$ cat config.mk
export PLATFORM = sky130hd
export DESIGN_NAME = gpio_irq_port
export DESIGN_NICKNAME = d
export VERILOG_FILES = /design/src/rtl/gpio_irq_pkg.sv /design/src/rtl/gpio_irq_ctrl.sv /design/src/rtl/gpio_line_filter.sv /design/src/rtl/gpio_irq_datapath.sv /design/src/rtl/gpio_irq_port.sv
export SDC_FILE = /design/constraint.sdc
export NUM_CORES = 1
export LEC_CHECK = 0
export BUFFER_PORTS_ARGS = -buffer_cell sky130_fd_sc_hd__buf_4
export CAP_MARGIN = 20
export CELL_PAD_IN_SITES_DETAIL_PLACEMENT = 1
export CELL_PAD_IN_SITES_GLOBAL_PLACEMENT = 1
export CORE_MARGIN = 1
export CORE_UTILIZATION = 42
export DETAILED_ROUTE_END_ITERATION = 6
export GPL_ROUTABILITY_DRIVEN = 0
export GPL_TIMING_DRIVEN = 0
export PLACE_DENSITY_LB_ADDON = 0.1
export SLEW_MARGIN = 10
export SYNTH_ARGS = -nofsm -noshare
export SYNTH_HDL_FRONTEND = slang
export SYNTH_SLANG_ARGS = --single-unit
$ cat constraint.sdc
create_clock -name clk -period 1.4 [get_ports clk]
set_input_delay 0.07 -clock clk [delete_from_list [all_inputs] [get_ports clk]]
set_output_delay 0.07 -clock clk [all_outputs]
set_load 0.1 [all_outputs]
$ cat src/rtl/gpio_irq_pkg.sv
package gpio_irq_pkg;

  // Register offsets; software depends on these positions.
  localparam logic [7:0] OFS_DATA     = 8'h00;
  localparam logic [7:0] OFS_DIR      = 8'h10;
  localparam logic [7:0] OFS_SENSE    = 8'h90;
  localparam logic [7:0] OFS_POLARITY = 8'h94;
  localparam logic [7:0] OFS_CLEAR    = 8'h98;
  localparam logic [7:0] OFS_ENABLE   = 8'h9C;
  localparam logic [7:0] OFS_STATUS   = 8'hA0;
  localparam logic [7:0] OFS_FILTER   = 8'hA8;

  // Write strobes from decode to the datapath.
  typedef struct packed {
    logic wrData;
    logic wrDir;
    logic wrSense;
    logic wrPolarity;
    logic wrClear;
    logic wrEnable;
    logic wrFilter;
  } regStrobes_t;

endpackage

$ cat src/rtl/gpio_irq_ctrl.sv
module gpio_irq_ctrl
  import gpio_irq_pkg::*;
#(
  parameter int unsigned LINES  = 8,
  parameter int unsigned ADDR_W = 8
) (
  input  logic [ADDR_W-1:0] regAddr,
  input  logic              regWr,
  input  logic [LINES-1:0]  dataView,
  input  logic [LINES-1:0]  dirView,
  input  logic [LINES-1:0]  senseView,
  input  logic [LINES-1:0]  polarityView,
  input  logic [LINES-1:0]  enableView,
  input  logic [LINES-1:0]  filterView,
  input  logic [LINES-1:0]  statusView,
  output regStrobes_t       strb,
  output logic [LINES-1:0]  regRdata
);

  localparam logic [ADDR_W-1:0] A_DATA     = ADDR_W'(OFS_DATA);
  localparam logic [ADDR_W-1:0] A_DIR      = ADDR_W'(OFS_DIR);
  localparam logic [ADDR_W-1:0] A_SENSE    = ADDR_W'(OFS_SENSE);
  localparam logic [ADDR_W-1:0] A_POLARITY = ADDR_W'(OFS_POLARITY);
  localparam logic [ADDR_W-1:0] A_CLEAR    = ADDR_W'(OFS_CLEAR);
  localparam logic [ADDR_W-1:0] A_ENABLE   = ADDR_W'(OFS_ENABLE);
  localparam logic [ADDR_W-1:0] A_STATUS   = ADDR_W'(OFS_STATUS);
  localparam logic [ADDR_W-1:0] A_FILTER   = ADDR_W'(OFS_FILTER);

  always_comb begin
    strb = '0;
    if (regWr) begin
      case (regAddr)
        A_DATA:     strb.wrData     = 1'b1;
        A_DIR:      strb.wrDir      = 1'b1;
        A_SENSE:    strb.wrSense    = 1'b1;
        A_POLARITY: strb.wrPolarity = 1'b1;
        A_CLEAR:    strb.wrClear    = 1'b1;
        A_ENABLE:   strb.wrEnable   = 1'b1;
        A_FILTER:   strb.wrFilter   = 1'b1;
        default:    strb = '0;  // status and unmapped: no effect
      endcase
    end
  end

  always_comb begin
    case (regAddr)
      A_DATA:     regRdata = dataView;
      A_DIR:      regRdata = dirView;
      A_SENSE:    regRdata = senseView;
      A_POLARITY: regRdata = polarityView;
      A_ENABLE:   regRdata = enableView;
      A_STATUS:   regRdata = statusView;
      A_FILTER:   regRdata = filterView;
      default:    regRdata = '0;  // clear location is write-only
    endcase
  end

endmodule

$ cat src/rtl/gpio_line_filter.sv
module gpio_line_filter #(
  parameter int unsigned DEB_COUNT = 4
) (
  input  logic clk,
  input  logic rstN,
  input  logic sampleStb,
  input  logic rawIn,
  input  logic bypass,
  output logic lineLvl
);

  localparam int unsigned CNT_W = (DEB_COUNT > 1) ? $clog2(DEB_COUNT) : 1;
  localparam logic [CNT_W-1:0] CNT_LAST = CNT_W'(DEB_COUNT - 1);

  logic             accepted;
  logic [CNT_W-1:0] runLen;

  always_ff @(posedge clk or negedge rstN) begin
    if (!rstN) begin
      accepted <= 1'b0;
      runLen   <= '0;
    end else if (sampleStb) begin
      if (rawIn == accepted) begin
        runLen <= '0;
      end else if (runLen == CNT_LAST) begin
        accepted <= rawIn;
        runLen   <= '0;
      end else begin
        runLen <= runLen + 1'b1;
      end
    end
  end

  assign lineLvl = bypass ? rawIn : accepted;


  filter_hold_chk: assert property (@(posedge clk) disable iff (!rstN)
    !sampleStb |=> $stable(accepted));

endmodule

$ cat src/rtl/gpio_irq_datapath.sv
module gpio_irq_datapath
  import gpio_irq_pkg::*;
#(
  parameter int unsigned LINES       = 8,
  parameter int unsigned SYNC_STAGES = 2,
  parameter int unsigned DEB_DIV     = 4,
  parameter int unsigned DEB_COUNT   = 4
) (
  input  logic             clk,
  input  logic             rstN,
  input  regStrobes_t      strb,
  input  logic [LINES-1:0] wdata,
  input  logic [LINES-1:0] pinIn,
  output logic [LINES-1:0] pinOut,
  output logic [LINES-1:0] pinOe,
  output logic [LINES-1:0] dataView,
  output logic [LINES-1:0] senseView,
  output logic [LINES-1:0] polarityView,
  output logic [LINES-1:0] enableView,
  output logic [LINES-1:0] filterView,
  output logic [LINES-1:0] statusView
);

  localparam int unsigned DIV_W = (DEB_DIV > 1) ? $clog2(DEB_DIV) : 1;
  localparam logic [DIV_W-1:0] DIV_LAST = DIV_W'(DEB_DIV - 1);

  logic [LINES-1:0] dataReg, dirReg, senseReg, polarityReg, enableReg, filterReg;
  logic [LINES-1:0] edgeFlag, levPrev, lineLvl, pinSync;
  logic [LINES-1:0] riseHit, fallHit, edgeEvt, levelHit, clearMask;
  logic [SYNC_STAGES-1:0][LINES-1:0] syncPipe;
  logic [DIV_W-1:0] divCnt;
  logic             sampleStb;

  // Configuration registers
  always_ff @(posedge clk or negedge rstN) begin
    if (!rstN) begin
      dataReg     <= '0;
      dirReg      <= '0;
      senseReg    <= '0;
      polarityReg <= '0;
      enableReg   <= '0;
      filterReg   <= '0;
    end else begin
      if (strb.wrData)     dataReg     <= wdata;
      if (strb.wrDir)      dirReg      <= wdata;
      if (strb.wrSense)    senseReg    <= wdata;
      if (strb.wrPolarity) polarityReg <= wdata;
      if (strb.wrEnable)   enableReg   <= wdata;
      if (strb.wrFilter)   filterReg   <= wdata;
    end
  end

  // Input synchronizer
  always_ff @(posedge clk or negedge rstN) begin
    if (!rstN) syncPipe <= '0;
    else begin
      syncPipe[0] <= pinIn;
      for (int s = 1; s < SYNC_STAGES; s++) syncPipe[s] <= syncPipe[s-1];
    end
  end
  assign pinSync = syncPipe[SYNC_STAGES-1];

  // Slow sample tick shared by all filters
  always_ff @(posedge clk or negedge rstN) begin
    if (!rstN) divCnt <= '0;
    else if (divCnt == DIV_LAST) divCnt <= '0;
    else divCnt <= divCnt + 1'b1;
  end
  assign sampleStb = (divCnt == DIV_LAST);

  for (genvar i = 0; i < LINES; i++) begin : g_line
    gpio_line_filter #(.DEB_COUNT(DEB_COUNT)) i_filter (
      .clk       (clk),
      .rstN      (rstN),
      .sampleStb (sampleStb),
      .rawIn     (pinSync[i]),
      .bypass    (!filterReg[i]),
      .lineLvl   (lineLvl[i])
    );
  end

  // Event detection
  assign riseHit   = lineLvl & ~levPrev;
  assign fallHit   = ~lineLvl & levPrev;
  assign edgeEvt   = enableReg & senseReg & ((polarityReg & riseHit) | (~polarityReg & fallHit));
  assign levelHit  = ~(lineLvl ^ polarityReg);
  assign clearMask = strb.wrClear ? wdata : '0;

  always_ff @(posedge clk or negedge rstN) begin
    if (!rstN) begin
      levPrev  <= '0;
      edgeFlag <= '0;
    end else begin
      levPrev  <= lineLvl;
      edgeFlag <= (edgeFlag & ~clearMask) | edgeEvt;  // new edge beats clear
    end
  end

  assign statusView   = enableReg & ((senseReg & edgeFlag) | (~senseReg & levelHit));
  assign pinOut       = dataReg;
  assign pinOe        = dirReg;
  assign dataView     = (dirReg & dataReg) | (~dirReg & pinSync);
  assign senseView    = senseReg;
  assign polarityView = polarityReg;
  assign enableView   = enableReg;
  assign filterView   = filterReg;


  data_drive_chk: assert property (@(posedge clk) disable iff (!rstN)
    strb.wrData |=> (pinOut == $past(wdata)));


  clear_effect_chk: assert property (@(posedge clk) disable iff (!rstN)
    strb.wrClear |=> ((edgeFlag & $past(wdata & ~edgeEvt)) == '0));


  edge_wins_chk: assert property (@(posedge clk) disable iff (!rstN)
    (edgeEvt != '0) |=> ((edgeFlag & $past(edgeEvt)) == $past(edgeEvt)));


  gated_latch_chk: assert property (@(posedge clk) disable iff (!rstN)
    1'b1 |=> ((edgeFlag & ~$past(edgeFlag) & ~$past(enableReg & senseReg)) == '0));

endmodule

$ cat src/rtl/gpio_irq_port.sv
module gpio_irq_port
  import gpio_irq_pkg::*;
#(
  parameter int unsigned LINES       = 8,
  parameter int unsigned ADDR_W      = 8,
  parameter int unsigned SYNC_STAGES = 2,
  parameter int unsigned DEB_DIV     = 4,
  parameter int unsigned DEB_COUNT   = 4
) (
  input  logic              clk,
  input  logic              rstN,
  input  logic [ADDR_W-1:0] regAddr,
  input  logic              regWr,
  input  logic [LINES-1:0]  regWdata,
  output logic [LINES-1:0]  regRdata,
  input  logic [LINES-1:0]  pinIn,
  output logic [LINES-1:0]  pinOut,
  output logic [LINES-1:0]  pinOe,
  output logic              irqAny,
  output logic [LINES-1:0]  irqLine
);

  regStrobes_t      strb;
  logic [LINES-1:0] dataView, senseView, polarityView, enableView, filterView, statusView;

  gpio_irq_ctrl #(.LINES(LINES), .ADDR_W(ADDR_W)) i_ctrl (
    .regAddr      (regAddr),
    .regWr        (regWr),
    .dataView     (dataView),
    .dirView      (pinOe),
    .senseView    (senseView),
    .polarityView (polarityView),
    .enableView   (enableView),
    .filterView   (filterView),
    .statusView   (statusView),
    .strb         (strb),
    .regRdata     (regRdata)
  );

  gpio_irq_datapath #(
    .LINES(LINES), .SYNC_STAGES(SYNC_STAGES), .DEB_DIV(DEB_DIV), .DEB_COUNT(DEB_COUNT)
  ) i_datapath (
    .clk          (clk),
    .rstN         (rstN),
    .strb         (strb),
    .wdata        (regWdata),
    .pinIn        (pinIn),
    .pinOut       (pinOut),
    .pinOe        (pinOe),
    .dataView     (dataView),
    .senseView    (senseView),
    .polarityView (polarityView),
    .enableView   (enableView),
    .filterView   (filterView),
    .statusView   (statusView)
  );

  assign irqLine = statusView;
  assign irqAny  = |statusView;

endmodule

# Word-level counts from Yosys, hierarchy flattened
# Cells that the tools add are included.
# classes
add_sub_neg	9
n_eq_ne	24
mux	35
bitwise_logic	32
n_reduce_logical	10
# op_table
operator	n
8-bit AND	12
8-bit inverter	7
8-bit one-hot mux with 7 select lines	1
8-bit == test, second input constant	6
2-bit 2-to-1 mux	17
8-bit bitwise OR	4
3-bit AND reduction	8
2-bit by 1-bit adder with 2-bit output, second input constant	9
2-bit == test, second input constant	9
1-bit 2-to-1 mux	15
1-bit == test	8
8-bit by 5-bit == test with 1-bit output, second input constant	1
8-bit logical NOT	1
8-bit 2-to-1 mux	1
1-bit inverter	8
8-bit OR reduction	1
8-bit bitwise XOR	1
7-bit 2-to-1 mux	1
# totals
regBits	106
in_bits	27
out_inout_bits	33
wordCells	137

# Logic depth before layout (Yosys ltp)
# Gate-level depths: netlist of run 1.
# logic_depth
word_depth	7
depth_mapped	6
depth_no_buf	4

# Cells and area by module
# From an unflattened synthesis of run 1, not the netlist that was laid out.
# hier_totals
hier_cells	430
hier_area_um2	5033.6
# modules_own_cells
mod	instances	cells_per_inst	area_per_inst_um2	seq_area_each_um2
gpio_irq_datapath	1	235	3174.3	2052.0
gpio_line_filter	8	14	155.1	75.1
gpio_irq_ctrl	1	80	601.8	0.0
gpio_irq_port	1	3	16.3	0.0

# Worst setup path before layout of run 1
# Ideal clock, no wire load.
# synth_path
path_kind	reg-to-output
start	register i_datapath.filterReg[6] (netlist: i_datapath.filterView[6])
end	output port regRdata[6]
t_arrival_ps	2675
required_time_ps	1330
path_slack_ps	-1345
stages_incl_launch_ff	5
path_buffers	0
cell_sequence	dfrtp_1 -> mux2i_1 -> mux2i_1 -> and3_1 -> a221o_1
# synth_via
elab_chain_cells	7
# synth_lines
item	line	source
start: declaration	gpio_irq_datapath.sv:27	logic [LINES-1:0] dataReg, dirReg, senseReg, polarityReg, enableReg, filterReg;
start signal: assignment	gpio_irq_datapath.sv:49	if (strb.wrFilter) filterReg <= wdata;
1-bit 2-to-1 mux	gpio_line_filter.sv:34	assign lineLvl = bypass ? rawIn : accepted;
8-bit bitwise XOR	gpio_irq_datapath.sv:86	assign levelHit = ~(lineLvl ^ polarityReg);
8-bit inverter	gpio_irq_datapath.sv:86	
8-bit AND	gpio_irq_datapath.sv:99	assign statusView = enableReg & ((senseReg & edgeFlag) | (~senseReg & levelHit));
8-bit bitwise OR	gpio_irq_datapath.sv:99	
8-bit AND	gpio_irq_datapath.sv:99	
via irqLine[6]	gpio_irq_port.sv:20	output logic [LINES-1:0] irqLine
8-bit one-hot mux with 7 select lines	gpio_irq_ctrl.sv:46	case (regAddr)
end: declaration	gpio_irq_port.sv:15	output logic [LINES-1:0] regRdata,
# The timed path passes the listed nets, and every way through them passes these cells.

# Final worst setup path of run 1
# layout_path
start	register i_datapath.filterReg[0] (netlist: i_datapath.filterView[0])
end	output port regRdata[0]
# layout_via
elab_chain_cells	7
# layout_lines
item	line	source
1-bit 2-to-1 mux	gpio_line_filter.sv:34	
via i_datapath.g_line[0].i_filter.lineLvl	gpio_line_filter.sv:9	output logic lineLvl
8-bit bitwise XOR	gpio_irq_datapath.sv:86	
8-bit inverter	gpio_irq_datapath.sv:86	
8-bit AND	gpio_irq_datapath.sv:99	
8-bit bitwise OR	gpio_irq_datapath.sv:99	
8-bit AND	gpio_irq_datapath.sv:99	
8-bit one-hot mux with 7 select lines	gpio_irq_ctrl.sv:46	
# The timed path passes the listed nets, and every way through them passes these cells.

==> run_results.csv, run 1 <==
group,metric,value,unit
yosys,synth_async_sr_flop_share,100,%
setup_path,end_kind,"output port",
place,post-dp-hpwl,9200,µm
drt,detail_route.first_pass.iterations,6,
setup_path,critical_path.reg2reg.startpoint,"i_datapath.filterView[0]",
drt,post-route-drc-count,4,
cts,cts-root-to-sink-buffers,2,
place,place_area,5870,µm²
yosys,netlist.top_cell.by_area,"dfrtp_1",
drt,route.antenna.remaining_nets,0,
global_route,global_route.overflow_total,0,
yosys,postSynthAreaPerCell,11.7,µm²
cts,root_buffer,"clkbuf_16",
die,die-area,12500,µm²
layout,final_area,7160,µm²
setup_path,ff2ff_path_depth,6,
global_route,grt_pass1_vias,4479,
yosys,synth_ff_type,"dfrtp_1",
sta,finalHoldWorstSlack,0.248,ns
global_route,antenna_found_initial,0,
die,die_h,112,µm
sta,worst_path_setup_slack_after_routing,-0.675,ns
yosys,ys_seq_elements,106,
yosys,synth-edff-count,0,
setup_path,worst_r2r_endpoint,"i_datapath.edgeFlag[0]",
yosys,ys_top_cells_by_count,"dfrtp_1 (106), mux2_2 (42), nand2_1 (42)",
yosys,synthDominantCellAreaShare,52.3,%
die,floorplan.initialDensity,43.7,%
setup_path,crit_path_max_fanout,2,
cts,clkLatencyLatePin,0.35,ns
sta,hold_viol,0,
drt,routed_via_density,5.62,
die,die_width,112,µm
sta,setup_viol,29,
sta,rsz0062_at_grt,"true",
setup_path,critPathLaunchType,"flip-flop",
cts,cts_buffers,9,
layout,finalNonFillerCells,717,
sta,timing.fmax,0.482,GHz
cts,cts_tree,"yes",
layout,largest_register,"i_datapath.g_line.i_filter.runLen",
setup_path,timing.critical_path.required,1.33,ns
yosys,netlist_top_cells_area,"dfrtp_1 (52%), mux2_2 (9.3%), mux2_1 (4.4%)",
power,total_leakage_power,3.32,nW
yosys,yosys.cell_count.top_type,"dfrtp_1",
sta,timing.final.crit_share,148,%
yosys,synth_cells,432,
sta,timing.clock.skew,0.00816,ns
global_route,first_pass_grt_wire_length,24700,µm
global_route,pin_count_of_the_biggest_net_entering_global_routing,107,
yosys,yosys_warnings,0,
layout,final_nets,605,
drt,dr_total_vias,4030,
sta,drv_slew,0,
status,status,"complete, but fails checks",
cts,clkSinkCount,106,
cts,cts-htree-levels,3,
min_path,min_path_type,"primary input to flip-flop",
die,design.core.area,11600,µm²
sta,fin_crit,2.07,ns
min_path,startpoint_of_the_most_critical_hold_path,"regWr",
setup_path,worst-r2r-setup-slack,-0.06,ns
yosys,synth_sequential_area_ratio,52.3,%
run,max-cap-violations,0,
drt,drt_iter0_markers,188,
layout,drive_above_1_share,41.3,%
min_path,worstHoldPathCells,3,
sta,final.setup.tns,-9.72,ns
place,place.detailed.instances,634,
yosys,syn_nets,468,
status,violations,"design-rule violations, negative setup slack",
layout,diodes,0,
cts,cts.clk_slew.worst_paths,0.08,ns
layout,finalCoreUtilization,61.6,%
power,worst_ir_drop_vdd,788,µV
die,num_io_pins,60,
setup_path,critical_path_class,"flip-flop to output port",
yosys,post_synth_num_cell_types,38,
layout,area_growth,41.1,%
drt,postRouteWirelength,15400,µm
drt,avgRoutedWirePerCell,21.5,µm
die,floorplan.rows,39,
place,io_buffer_count,59,
yosys,netlist_area,5070,µm²
sta,max-slew-margin-rel,33.0,%
layout,largest_reg_flops,16,
layout,fillCellCount,1185,
power,power_density_over_cell_area,1170,nW/µm²
global_route,grt_usage,26.7,%
min_path,hold-path-endpoint,"i_datapath.senseView[4]",
setup_path,critPathArrivalTime,2.00,ns
sta,worst_slew_pin_slew,1.01,ns
-- kinds of logic after synthesis --
| family | share of synthesized area (%) |
|---|---|
| DFF | 52.3 |
| AOI/OAI and AO/OA | 11.7 |
| and+or+nand+nor | 12.6 |
| muxes | 17.3 |
| buffers and inverters | 2.51 |
| xor gates and xnor gates | 1.38 |
| adders and majority gates | 2.22 |
-- per-stage QoR --
step	total power, mW	worst slack [ns]
2_1_floorplan	4.89	-0.599
3_3_place_gp	5.31	-0.986
3_5_place_dp	5.42	-0.982
4_1_cts	8.39	-0.672
5_1_grt	8.76	-0.718
6_report	8.36	-0.675
-- worst max path at each step --
stage / start / endpoint / slack, ns / depth (start not counted)
after floorplan: i_datapath.filterView[4] / irqAny / -0.60 / 4
after global placement: regAddr[3] / regRdata[0] / -0.99 / 5
after detailed placement: regAddr[3] / regRdata[0] / -0.98 / 5
after CTS: i_datapath.filterView[0] / regRdata[0] / -0.67 / 5
after global routing: i_datapath.filterView[0] / regRdata[0] / -0.72 / 5
final: i_datapath.filterView[0] / regRdata[0] / -0.67 / 5
-- placed cells by master, fill, tap and decap left out, drive strengths merged, types with 8 or more instances in the layout --
master         n
a22o           8
nand2         42
mux2          62
buf          115
dfrtp        106
o22ai         24
dlygate4sd3   17
clkbuf        13
ha             9
a221o          8
nand2b        20
xnor2          8
inv           25
mux2i         18
o21ai         16
a32o           8
nor2b          8
nor2          22
-- where the power goes --
part	switching [mW]	internal (mW)	total [mW]
registers	0.371	3.47	3.84
clock network	1.23	1.43	2.66
logic	0.996	0.870	1.87
-- layout make-up --
cell class | instances | area [µm²] | area share [%]
sequential | 106 | 2670 | 37.3
buffer | 10 | 78.8 | 1.10
clock buffer | 9 | 225 | 3.15
clock inverter | 7 | 88.8 | 1.24
inverter | 23 | 86.3 | 1.21
multi-input combinational | 293 | 2570 | 35.9
tap | 143 | 179 | 2.50
timing repair buffer | 126 | 1260 | 17.6
-- layer usage --
| layer | vias to the layer above | global-route usage (%) | wire length [µm] |
|---|---|---|---|
| met4 | 0 | 9.73 | 331 |
| met2 | 93 | 45.7 | 7980 |
| met3 | 16 | 5.23 | 606 |
| met1 | 2081 | 33.6 | 6510 |
| met5 | - | 0 | 0 |
| li1 | 1840 | - | - |
-- repair_timing --
| item | CTS | global route |
|---|---|---|
| hold endpoints to repair | 146 | 0 |
| gates resized for setup | 87 | 24 |
| setup endpoints to repair | 86 | 67 |
| pin swaps | 9 | 9 |
| hold buffers | 17 | 0 |
| cloned | 0 | 0 |
| buffers inserted | 37 | 13 |
-- critical path, stage by stage, from the launching register on --
cell     delay [ns]
dfrtp_1        0.40
mux2_4         0.32
mux2i_2        0.16
and3_4         0.20
a221o_4        0.39
buf_12         0.17
No activity file was read; power rests on OpenSTA's default activity.
==> run 2, diff against run 1 <==
Settings changed: ABC_AREA from default to 1, CORE_UTILIZATION 42 to 39, SETUP_SLACK_MARGIN from default to 0.02.
==> run_results.csv, run 2 <==
group,metric,value,unit
die,num_io_pins,60,
sta,hold_viol,0,
yosys,ys_seq_elements,106,
setup_path,end_kind,"output port",
layout,final_common_cell,"nand2_1",
drt,drt_iter0_markers,239,
min_path,startpoint_of_the_most_critical_hold_path,"regWr",
yosys,synth_async_sr_flop_share,100,%
setup_path,crit_start,"i_datapath.filterView[7]",
sta,worst_slew_pin_slew,0.987,ns
yosys,synth_sequential_area_ratio,51.3,%
cts,cts_buffers,9,
yosys,netlist.top_cell.by_area,"dfrtp_1",
sta,timing.clock.skew,0.00932,ns
sta,final.setup.tns,-4.84,ns
drt,route.antenna.remaining_nets,0,
min_path,worstHoldPathCells,4,
place,place_area,6020,µm²
cts,cts-root-to-sink-buffers,2,
layout,drive_above_1_share,33.7,%
place,io_buffer_count,59,
setup_path,worst-r2r-setup-slack,0.08,ns
global_route,antenna_found_initial,0,
setup_path,worst_r2r_endpoint,"i_datapath.g_line[2].i_filter.accepted",
global_route,first_pass_grt_wire_length,27500,µm
drt,detail_route.first_pass.iterations,5,
die,design.core.area,12800,µm²
global_route,pin_count_of_the_biggest_net_entering_global_routing,107,
setup_path,crit_path_max_fanout,4,
layout,largest_reg_flops,16,
global_route,grt_pass1_vias,5236,
power,total_leakage_power,3.51,nW
cts,cts_tree,"yes",
layout,area_growth,42.0,%
setup_path,timing.critical_path.required,1.33,ns
global_route,global_route.overflow_total,0,
status,status,"complete, but fails checks",
setup_path,critical_path.reg2reg.startpoint,"i_datapath.divCnt[0]",
die,floorplan.rows,41,
sta,finalHoldWorstSlack,0.161,ns
drt,post-route-drc-count,0,
die,die_h,117,µm
cts,clkSinkCount,106,
yosys,yosys_warnings,0,
yosys,syn_nets,675,
power,worst_ir_drop_vdd,814,µV
layout,commonest_non_fill_non_tap_cells_in_the_layout,"nand2_1 (110), o21ai_0 (99), dfrtp_1 (94)",
cts,cts-htree-levels,3,
drt,avgRoutedWirePerCell,18.7,µm
power,power_density_over_cell_area,1210,nW/µm²
yosys,netlist_top_cells_area,"dfrtp_1 (51%), nand2_1 (12%), o21ai_0 (10%)",
layout,largest_register,"i_datapath.g_line.i_filter.runLen",
drt,dr_total_vias,4982,
place,post-dp-hpwl,11500,µm
setup_path,ff2ff_path_depth,5,
yosys,post_synth_num_cell_types,24,
sta,fin_crit,1.79,ns
cts,root_buffer,"clkbuf_16",
sta,worst_path_setup_slack_after_routing,-0.392,ns
setup_path,critical_path_class,"flip-flop to output port",
sta,max-slew-margin-rel,34.2,%
layout,diodes,0,
drt,postRouteWirelength,17800,µm
yosys,ys_top_cells_by_count,"nand2_1 (161), dfrtp_1 (106), o21ai_0 (104)",
setup_path,critPathLaunchType,"flip-flop",
global_route,grt_usage,27.6,%
layout,finalCoreUtilization,57.5,%
cts,cts.clk_slew.worst_paths,0.07,ns
yosys,synth_cells,639,
min_path,min_path_type,"primary input to flip-flop",
die,floorplan.initialDensity,40.5,%
sta,drv_slew,0,
place,dpl_worst_slack,-0.493,ns
run,max-cap-violations,0,
yosys,synth-edff-count,0,
drt,routed_via_density,5.23,
layout,final_nets,812,
setup_path,critical_path.endpoint,"regRdata[7]",
yosys,synthDominantCellAreaShare,51.3,%
yosys,yosys.cell_count.top_type,"nand2_1",
die,die_width,117,µm
layout,final_area,7340,µm²
yosys,netlist_area,5170,µm²
status,violations,"negative setup slack",
setup_path,critPathArrivalTime,1.72,ns
yosys,synth_ff_type,"dfrtp_1",
die,die-area,13700,µm²
sta,setup_viol,17,
cts,clkLatencyLatePin,0.36,ns
sta,timing.fmax,0.558,GHz
sta,rsz0062_at_grt,"true",
yosys,postSynthAreaPerCell,8.09,µm²
sta,timing.final.crit_share,128,%
layout,fillCellCount,1474,
[run 2: metrics by stage]
step | power (mW) | cells
2_1_floorplan | 5.13 | 639
3_3_place_gp | 5.61 | 870
3_5_place_dp | 5.77 | 871
4_1_cts | 8.73 | 935
5_1_grt | 9.31 | 953
6_report | 8.88 | 953
[run 2: cell families after synthesis]
| kind of cell | count (synthesis) | share of synthesized area, % |
|---|---|---|
| AOI/OAI and AO/OA | 114 | 11.1 |
| xor gates and xnor gates | 7 | 1.19 |
| adders and majority gates | 9 | 2.18 |
| buffers and inverters | 110 | 8.76 |
| DFF | 106 | 51.3 |
| muxes | 6 | 1.16 |
| and+or+nand+nor | 287 | 24.3 |
[run 2: area by class of cell]
class	instances	area [µm²]	area share [%]
buffer	12	92.6	1.26
clock buffer	12	267	3.63
clock inverter	4	32.5	0.443
inverter	98	398	5.42
multi-input combinational	423	2460	33.5
sequential	106	2670	36.3
tap	172	215	2.93
timing repair buffer	126	1210	16.5
[run 2: power breakdown]
| part | total, mW | internal [mW] | switching, mW |
|---|---|---|---|
| registers | 3.89 | 3.49 | 0.394 |
| clock network | 2.54 | 1.37 | 1.17 |
| logic | 2.46 | 0.965 | 1.49 |
| total | 8.88 | 5.82 | 3.06 |
[run 2: worst min-delay path by stage]
stage / endpoint / slack (ns)
after floorplan: i_datapath.divCnt[0] / -0.23
after global placement: i_datapath.syncPipe[2] / 0.18
after detailed placement: i_datapath.syncPipe[1] / 0.18
after CTS: i_datapath.pinOut[3] / 0.15
after global routing: i_datapath.pinOut[3] / 0.19
final: i_datapath.pinOut[3] / 0.16
[run 2: per-layer routing]
metal	track usage, %	share of wire (%)
met3	4.48	3.7
met5	0	0
met1	33.7	41
met4	12.8	3.7
met2	47.9	52
[run 2: what timing repair did]
action / in CTS / in global routing
endpoints found under the hold margin: 130 / 0
pin swaps: 32 / 30
setup buffers: 31 / 18
endpoints found under the setup margin: 36 / 38
resized for setup: 98 / 52
cloned: 0 / 0
hold buffers: 17 / 0
[run 2: worst max-delay path: stages (launching register included)]
cell        delay [ns]
dfrtp_1           0.41
inv_1             0.07
nand2_2           0.08
nand2_2           0.06
nand2_1           0.08
nand3_1           0.09
nand2_2           0.11
clkinvlp_4        0.12
nand2_2           0.09
nand3_4           0.07
buf_12            0.17
